===== config.mk =====
export PLATFORM = sky130hd
export DESIGN_NAME = keyed_wdog
export DESIGN_NICKNAME = d
export VERILOG_FILES = /design/src/rtl/keyed_wdog_pkg.sv /design/src/rtl/keyed_wdog_keys.sv /design/src/rtl/keyed_wdog_cfg.sv /design/src/rtl/keyed_wdog_counter.sv /design/src/rtl/keyed_wdog.sv
export SDC_FILE = /design/constraint.sdc
export NUM_CORES = 1
export LEC_CHECK = 0
export ABC_AREA = 0
export BUFFER_PORTS_ARGS = -buffer_cell sky130_fd_sc_hd__buf_4
export CAP_MARGIN = 5
export CORE_ASPECT_RATIO = 0.75
export CORE_MARGIN = 5
export CORE_UTILIZATION = 55
export DETAILED_ROUTE_END_ITERATION = 16
export HOLD_SLACK_MARGIN = 0.1
export PLACE_DENSITY = 0.8
export REMOVE_ABC_BUFFERS = 1
export SYNTH_ARGS = -nofsm -noshare
export SYNTH_HDL_FRONTEND = slang
export SYNTH_HIERARCHICAL = 1
export SYNTH_SLANG_ARGS = --single-unit

===== constraint.sdc =====
create_clock -name clk -period 3.4 [get_ports clk]
set_input_delay 0.68 -clock clk [delete_from_list [all_inputs] [get_ports clk]]
set_output_delay 0.68 -clock clk [all_outputs]
set_load 0.02 [all_outputs]

===== src/rtl/keyed_wdog_pkg.sv =====
package keyed_wdog_pkg;

  localparam int unsigned WORD_W = 32;

  localparam int unsigned OFS_CTRL  = 0;
  localparam int unsigned OFS_COUNT = 4;
  localparam int unsigned OFS_LIMIT = 8;

  localparam logic [15:0] UNL_FIRST = 16'hC520;
  localparam logic [15:0] UNL_SECOND = 16'hD928;
  localparam logic [15:0] REF_FIRST = 16'hA602;
  localparam logic [15:0] REF_SECOND = 16'hB480;

  typedef struct packed {
    logic       cmd32;
    logic [1:0] clk_sel;
    logic       en;
    logic       upd;
    logic       run_wait;
    logic       run_stop;
  } ctrl_t;

  typedef enum logic [1:0] {HALF_NONE, HALF_UNL, HALF_REF} half_t;

  localparam ctrl_t CTRL_RST = '{cmd32: 1'b0, clk_sel: 2'd0, en: 1'b0,
                                 upd: 1'b1, run_wait: 1'b0, run_stop: 1'b0};

  function automatic logic [WORD_W-1:0] key_word(logic [15:0] lo, logic [15:0] hi);
    return {hi, lo};
  endfunction

  function automatic logic is_half(logic [WORD_W-1:0] w, logic [15:0] k);
    return w == {16'h0000, k};
  endfunction

  function automatic ctrl_t ctrl_from_word(logic [WORD_W-1:0] w);
    ctrl_t c;
    c.cmd32    = w[13];
    c.clk_sel  = w[9:8];
    c.en       = w[7];
    c.upd      = w[5];
    c.run_wait = w[1];
    c.run_stop = w[0];
    return c;
  endfunction

  function automatic logic [WORD_W-1:0] ctrl_to_word(ctrl_t c, logic ulk, logic rcs);
    logic [WORD_W-1:0] w;
    w       = '0;
    w[13]   = c.cmd32;
    w[11]   = ulk;
    w[10]   = rcs;
    w[9:8]  = c.clk_sel;
    w[7]    = c.en;
    w[5]    = c.upd;
    w[1]    = c.run_wait;
    w[0]    = c.run_stop;
    return w;
  endfunction

endpackage


===== src/rtl/keyed_wdog_keys.sv =====
module keyed_wdog_keys
  import keyed_wdog_pkg::*;
(
  input  logic              clk,
  input  logic              rst_n,
  input  logic              wr_count,
  input  logic [WORD_W-1:0] wdata,
  input  logic              cmd32,
  input  logic              enabled,
  output logic              unlock_ev,
  output logic              refresh_ev,
  output logic              violation_ev
);

  half_t half_q, half_d;

  always_comb begin
    unlock_ev    = 1'b0;
    refresh_ev   = 1'b0;
    violation_ev = 1'b0;
    half_d       = cmd32 ? HALF_NONE : half_q;
    if (wr_count) begin
      if (cmd32) begin
        if (wdata == key_word(UNL_FIRST, UNL_SECOND))      unlock_ev    = 1'b1;
        else if (wdata == key_word(REF_FIRST, REF_SECOND)) refresh_ev   = 1'b1;
        else if (enabled)                                  violation_ev = 1'b1;
      end else begin
        unique case (half_q)
          HALF_UNL: begin
            half_d = HALF_NONE;
            if (is_half(wdata, UNL_SECOND)) unlock_ev = 1'b1;
            else violation_ev = 1'b1;
          end
          HALF_REF: begin
            half_d = HALF_NONE;
            if (is_half(wdata, REF_SECOND)) refresh_ev = 1'b1;
            else violation_ev = 1'b1;
          end
          default: begin
            if (is_half(wdata, UNL_FIRST))      half_d = HALF_UNL;
            else if (is_half(wdata, REF_FIRST)) half_d = HALF_REF;
            else if (enabled)                   violation_ev = 1'b1;
          end
        endcase
      end
    end
  end

  always_ff @(posedge clk or negedge rst_n) begin
    if (!rst_n) half_q <= HALF_NONE;
    else        half_q <= half_d;
  end

endmodule


===== src/rtl/keyed_wdog_cfg.sv =====
module keyed_wdog_cfg
  import keyed_wdog_pkg::*;
#(
  parameter int unsigned CNT_W         = 32,
  parameter int unsigned UNLOCK_WINDOW = 128,
  parameter logic [CNT_W-1:0] LIMIT_RST = CNT_W'(32'h0000_FFFF)
) (
  input  logic              clk,
  input  logic              rst_n,
  input  logic              wr_ctrl,
  input  logic              wr_limit,
  input  logic [WORD_W-1:0] wdata,
  input  logic              unlock_ev,
  output ctrl_t             ctrl,
  output logic [CNT_W-1:0]  limit,
  output logic              unlocked,
  output logic              reconfigured,
  output logic              accept_ev
);

  localparam int unsigned WIN_W = (UNLOCK_WINDOW > 1) ? $clog2(UNLOCK_WINDOW) : 1;
  localparam logic [WIN_W-1:0] WIN_LAST = WIN_W'(UNLOCK_WINDOW - 1);

  ctrl_t            ctrl_q;
  logic [CNT_W-1:0] limit_q;
  logic             ulk_q, rcs_q, frozen_q;
  logic [WIN_W-1:0] win_q;
  ctrl_t            ctrl_next;

  assign accept_ev = (wr_ctrl || wr_limit) && ulk_q && !frozen_q;
  assign ctrl_next = wr_ctrl ? ctrl_from_word(wdata) : ctrl_q;

  always_ff @(posedge clk or negedge rst_n) begin
    if (!rst_n) begin
      ctrl_q   <= CTRL_RST;
      limit_q  <= LIMIT_RST;
      ulk_q    <= 1'b0;
      rcs_q    <= 1'b0;
      frozen_q <= 1'b0;
      win_q    <= '0;
    end else if (accept_ev) begin
      ctrl_q   <= ctrl_next;
      if (wr_limit) limit_q <= wdata[CNT_W-1:0];
      ulk_q    <= 1'b0;
      rcs_q    <= 1'b1;
      frozen_q <= !ctrl_next.upd;
    end else if (unlock_ev) begin
      ulk_q <= 1'b1;
      rcs_q <= 1'b0;
      win_q <= '0;
    end else if (ulk_q) begin
      if (win_q == WIN_LAST) ulk_q <= 1'b0;
      else                   win_q <= win_q + 1'b1;
    end
  end

  assign ctrl         = ctrl_q;
  assign limit        = limit_q;
  assign unlocked     = ulk_q;
  assign reconfigured = rcs_q;

endmodule


===== src/rtl/keyed_wdog_counter.sv =====
module keyed_wdog_counter #(
  parameter int unsigned CNT_W = 32
) (
  input  logic             clk,
  input  logic             rst_n,
  input  logic             run_en,
  input  logic             tick,
  input  logic             refresh,
  input  logic             violation,
  input  logic [CNT_W-1:0] limit,
  output logic [CNT_W-1:0] count,
  output logic             halted,
  output logic             rst_pulse
);

  logic [CNT_W-1:0] cnt_q, cnt_d;
  logic             halt_q, trip;
  logic             pulse_q;

  function automatic logic step_hits(logic [CNT_W-1:0] cur, logic [CNT_W-1:0] lim);
    logic [CNT_W-1:0] nxt;
    nxt = cur + 1'b1;
    return nxt == lim;
  endfunction

  always_comb begin
    cnt_d = cnt_q;
    trip  = 1'b0;
    if (!halt_q) begin
      if (violation) trip = 1'b1;
      if (refresh) begin
        cnt_d = '0;
      end else if (run_en && tick) begin
        cnt_d = cnt_q + 1'b1;
        if (step_hits(cnt_q, limit)) trip = 1'b1;
      end
    end
  end

  always_ff @(posedge clk or negedge rst_n) begin
    if (!rst_n) begin
      cnt_q   <= '0;
      halt_q  <= 1'b0;
      pulse_q <= 1'b0;
    end else begin
      cnt_q   <= cnt_d;
      halt_q  <= halt_q | trip;
      pulse_q <= trip;
    end
  end

  assign count     = cnt_q;
  assign halted    = halt_q;
  assign rst_pulse = pulse_q;

endmodule


===== src/rtl/keyed_wdog.sv =====
module keyed_wdog
  import keyed_wdog_pkg::*;
#(
  parameter int unsigned ADDR_W        = 4,
  parameter int unsigned CNT_W         = 32,
  parameter int unsigned UNLOCK_WINDOW = 128
) (
  input  logic              clk,
  input  logic              rst_n,
  input  logic              bus_valid,
  input  logic              bus_write,
  input  logic [ADDR_W-1:0] bus_addr,
  input  logic [31:0]       bus_wdata,
  output logic [31:0]       bus_rdata,
  input  logic              tick_en,
  output logic              wdog_rst_o
);

  localparam logic [ADDR_W-1:0] A_CTRL  = ADDR_W'(OFS_CTRL);
  localparam logic [ADDR_W-1:0] A_COUNT = ADDR_W'(OFS_COUNT);
  localparam logic [ADDR_W-1:0] A_LIMIT = ADDR_W'(OFS_LIMIT);

  logic             wr_any, wr_count, wr_ctrl, wr_limit;
  logic             ev_unlock, ev_refresh, ev_violation, ev_cfg_accept;
  ctrl_t            ctrl;
  logic [CNT_W-1:0] limit_q, cnt_q;
  logic             unlocked, reconfigured, halted;

  assign wr_any   = bus_valid && bus_write;
  assign wr_count = wr_any && (bus_addr == A_COUNT);
  assign wr_ctrl  = wr_any && (bus_addr == A_CTRL);
  assign wr_limit = wr_any && (bus_addr == A_LIMIT);

  keyed_wdog_keys u_keys (
    .clk          (clk),
    .rst_n        (rst_n),
    .wr_count     (wr_count),
    .wdata        (bus_wdata),
    .cmd32        (ctrl.cmd32),
    .enabled      (ctrl.en),
    .unlock_ev    (ev_unlock),
    .refresh_ev   (ev_refresh),
    .violation_ev (ev_violation)
  );

  keyed_wdog_cfg #(
    .CNT_W         (CNT_W),
    .UNLOCK_WINDOW (UNLOCK_WINDOW)
  ) u_cfg (
    .clk          (clk),
    .rst_n        (rst_n),
    .wr_ctrl      (wr_ctrl),
    .wr_limit     (wr_limit),
    .wdata        (bus_wdata),
    .unlock_ev    (ev_unlock),
    .ctrl         (ctrl),
    .limit        (limit_q),
    .unlocked     (unlocked),
    .reconfigured (reconfigured),
    .accept_ev    (ev_cfg_accept)
  );

  keyed_wdog_counter #(.CNT_W(CNT_W)) u_cnt (
    .clk       (clk),
    .rst_n     (rst_n),
    .run_en    (ctrl.en),
    .tick      (tick_en),
    .refresh   (ev_refresh),
    .violation (ev_violation),
    .limit     (limit_q),
    .count     (cnt_q),
    .halted    (halted),
    .rst_pulse (wdog_rst_o)
  );

  always_comb begin
    unique case (bus_addr)
      A_CTRL:  bus_rdata = ctrl_to_word(ctrl, unlocked, reconfigured);
      A_COUNT: bus_rdata = 32'(cnt_q);
      A_LIMIT: bus_rdata = 32'(limit_q);
      default: bus_rdata = '0;
    endcase
  end

endmodule


==> reports/qor.csv <==
stage;metric;value;unit
sta;Slew @ Worst Pin;858;ps
sta;Final Skew;9.69;ps
floorplanning;Die Y;98.3;um
clock_network;Setup Buffers After CTS;0;
placement;number of port buffers;73;
floorplanning;row cnt;32;
power;Lkg Pwr;3.16;nW
floorplanning;Die Area;0.0125;mm2
placement;Final GP Congestion;0.945;
drt;total routed wirelength;16500;um
logic_synthesis;synth warn;6;
sta;Max-slew headroom;42.6;%
sta;fmax;325;MHz
status;status;completed;
clock_network;TritonCTS buffer count;9;
floorplanning;Core Region;0.0102;mm2
drt;Final ANT Viol Nets;0;
drt;starting DRC count in detailed routing;541;
clock_network;Sink Count;85;
min_path;worst hold-check path type;in2async;
worst_setup_path;Arr. time, crit path;3290;ps
sta;unrepaired setup endpoints after global routing;false;
global_routing;initial antenna violation count;0;
global_routing;total global routing overflow;0;
drt;drt drc;0;
run;Max Cap Viol;0;
final_layout;Syn-to-layout area delta;19.4;%
worst_setup_path;worst-path fanout max;32;
sta;post-route setup slack;322;ps
worst_setup_path;CP startpoint kind;input pin;
placement;Final HPWL DP;11900;um
clock_network;TritonCTS clock tree;built;
power;power after layout;2.32;mW
final_layout;fin util;66.8;%
global_routing;Total Routing Usage GR;26.4;%
clock_network;CTS root buffer;clkbuf_16;
logic_synthesis;synthesized cell area;0.00571;mm2
power;maximum VDD drop;0.000224;V
placement;worst slack at placement;0.622;ps
clock_network;Hold-fix buffers, CTS;0;
global_routing;pin count of the biggest net entering global routing;48;
sta;Hold Fails Final Rpt;0;
logic_synthesis;Synth Area per Inst;9.89;um2
drt;DR WL/cell;20.6;um
sta;final period utilization;90.5;%
clock_network;H-tree levels;3;
floorplanning;die width;128;um
worst_setup_path;Setup CP Type;in2reg;
sta;Pins Over Slew Limit;0;
sta;Final setup violation count;0;
global_routing;vias in the first global route;5005;
power;PwrDens;340;mW/mm2
clock_network;Resize count post-CTS;0;
drt;vias;5105;
worst_setup_path;CP Capture Type;register;
sta;Final Critical Period;3080;ps
sta;hold_ws;342;ps
sta;setup_tns;0;ps
drt;First-pass DRT Iterations;5;
worst_setup_path;Required @ worst endpoint;3620;ps
floorplanning;Ports;74;
final_layout;Antenna Cells;0;
final_layout;layout cell share with drive strength beyond 1;30.7;%
floorplanning;Initial Util;56.0;%
logic_synthesis;cells after synthesis;578;
global_routing;first-pass GRT wire length;26200;um
clock_network;clk_lat worst skew;350;ps
final_layout;Net count, final;701;
clock_network;CTS max path bufs;2;
drt;via/cell ratio;6.41;
clock_network;clock slew at reported path FFs;60;ps
-- critical path, stage by stage --
cell      delay (ps)
buf_4            110
or4_4            570
nor4_4           310
nand4b_2         170
o41ai_2          290
and3_1           260
a21oi_1           60
or2_2            310
buf_12           180
o21ai_0          210
o31ai_1          120
-- registers in the layout, indices dropped and copies added, names as in the netlist, 2 cells and up --
register and count:
u_cfg/limit 32, u_cfg/ctrl 7, u_cnt/count 32, u_keys/half_q 2
u_cfg/win_q 7
-- metal layers --
| layer | GRT usage, % | part of all wire [%] | up-vias |
|---|---|---|---|
| li1 | - | - | 2339 |
| met1 | 35.2 | 43 | 2487 |
| met2 | 42.4 | 47 | 245 |
| met3 | 7.05 | 8.3 | 34 |
| met4 | 8.08 | 2.1 | 0 |
| met5 | 0 | 0 | - |
-- power breakdown --
group | switching, mW | total (mW) | internal (mW)
Clock | 0.418 | 1.16 | 0.741
Sequential | 0.00567 | 1.02 | 1.02
Combinational | 0.0801 | 0.140 | 0.0595
-- stage by stage --
step | instance area (um2) | cells
5_1_grt | 6820 | 797
2_1_floorplan | 5500 | 544
6_report | 6820 | 797
3_5_place_dp | 6470 | 781
3_3_place_gp | 6470 | 781
4_1_cts | 6820 | 797
-- path summary, 6_finish.rpt --
path                                start         endpoint  slack [ps]  depth (start not counted)
hold reg to reg            u_cfg/frozen_q   u_cfg/frozen_q         470                          1
hold / removal                      rst_n   u_cnt/count[4]         340                          1
min in group clk           u_cfg/frozen_q   u_cfg/frozen_q         470                          1
setup / recovery            bus_wdata[20]  u_cnt/count[18]         320                         11
max in group asynchronous           rst_n  u_cfg/limit[13]        2260                          2
setup reg to reg           u_cnt/count[0]     u_cnt/halted         640                         10
-- layout by cell type, fill, tap and decap left out, drive strengths merged, types with 8 or more instances in the layout --
cell,count
a22o,24
xor2,20
nand4,23
nand3,14
xnor2,29
nor4,14
nand2,44
o2bb2ai,10
or3,8
dfrtp,68
clkbuf,11
dfstp,17
nor2,44
a21oi,19
o21ai,40
mux2,39
and3,10
inv,11
buf,101
o31ai,13
mux2i,13
-- cell type report --
class	count	area [um2]
Clock inverter	5	108
Timing Repair Buffer	101	796
Tap cell	136	170
Fill cell	789	3390
Inverter	11	41.3
Clock buffer	11	243
Sequential cell	85	2150
Multi-Input combinational cell	448	3320
No activity file was read; power rests on OpenSTA's default activity.
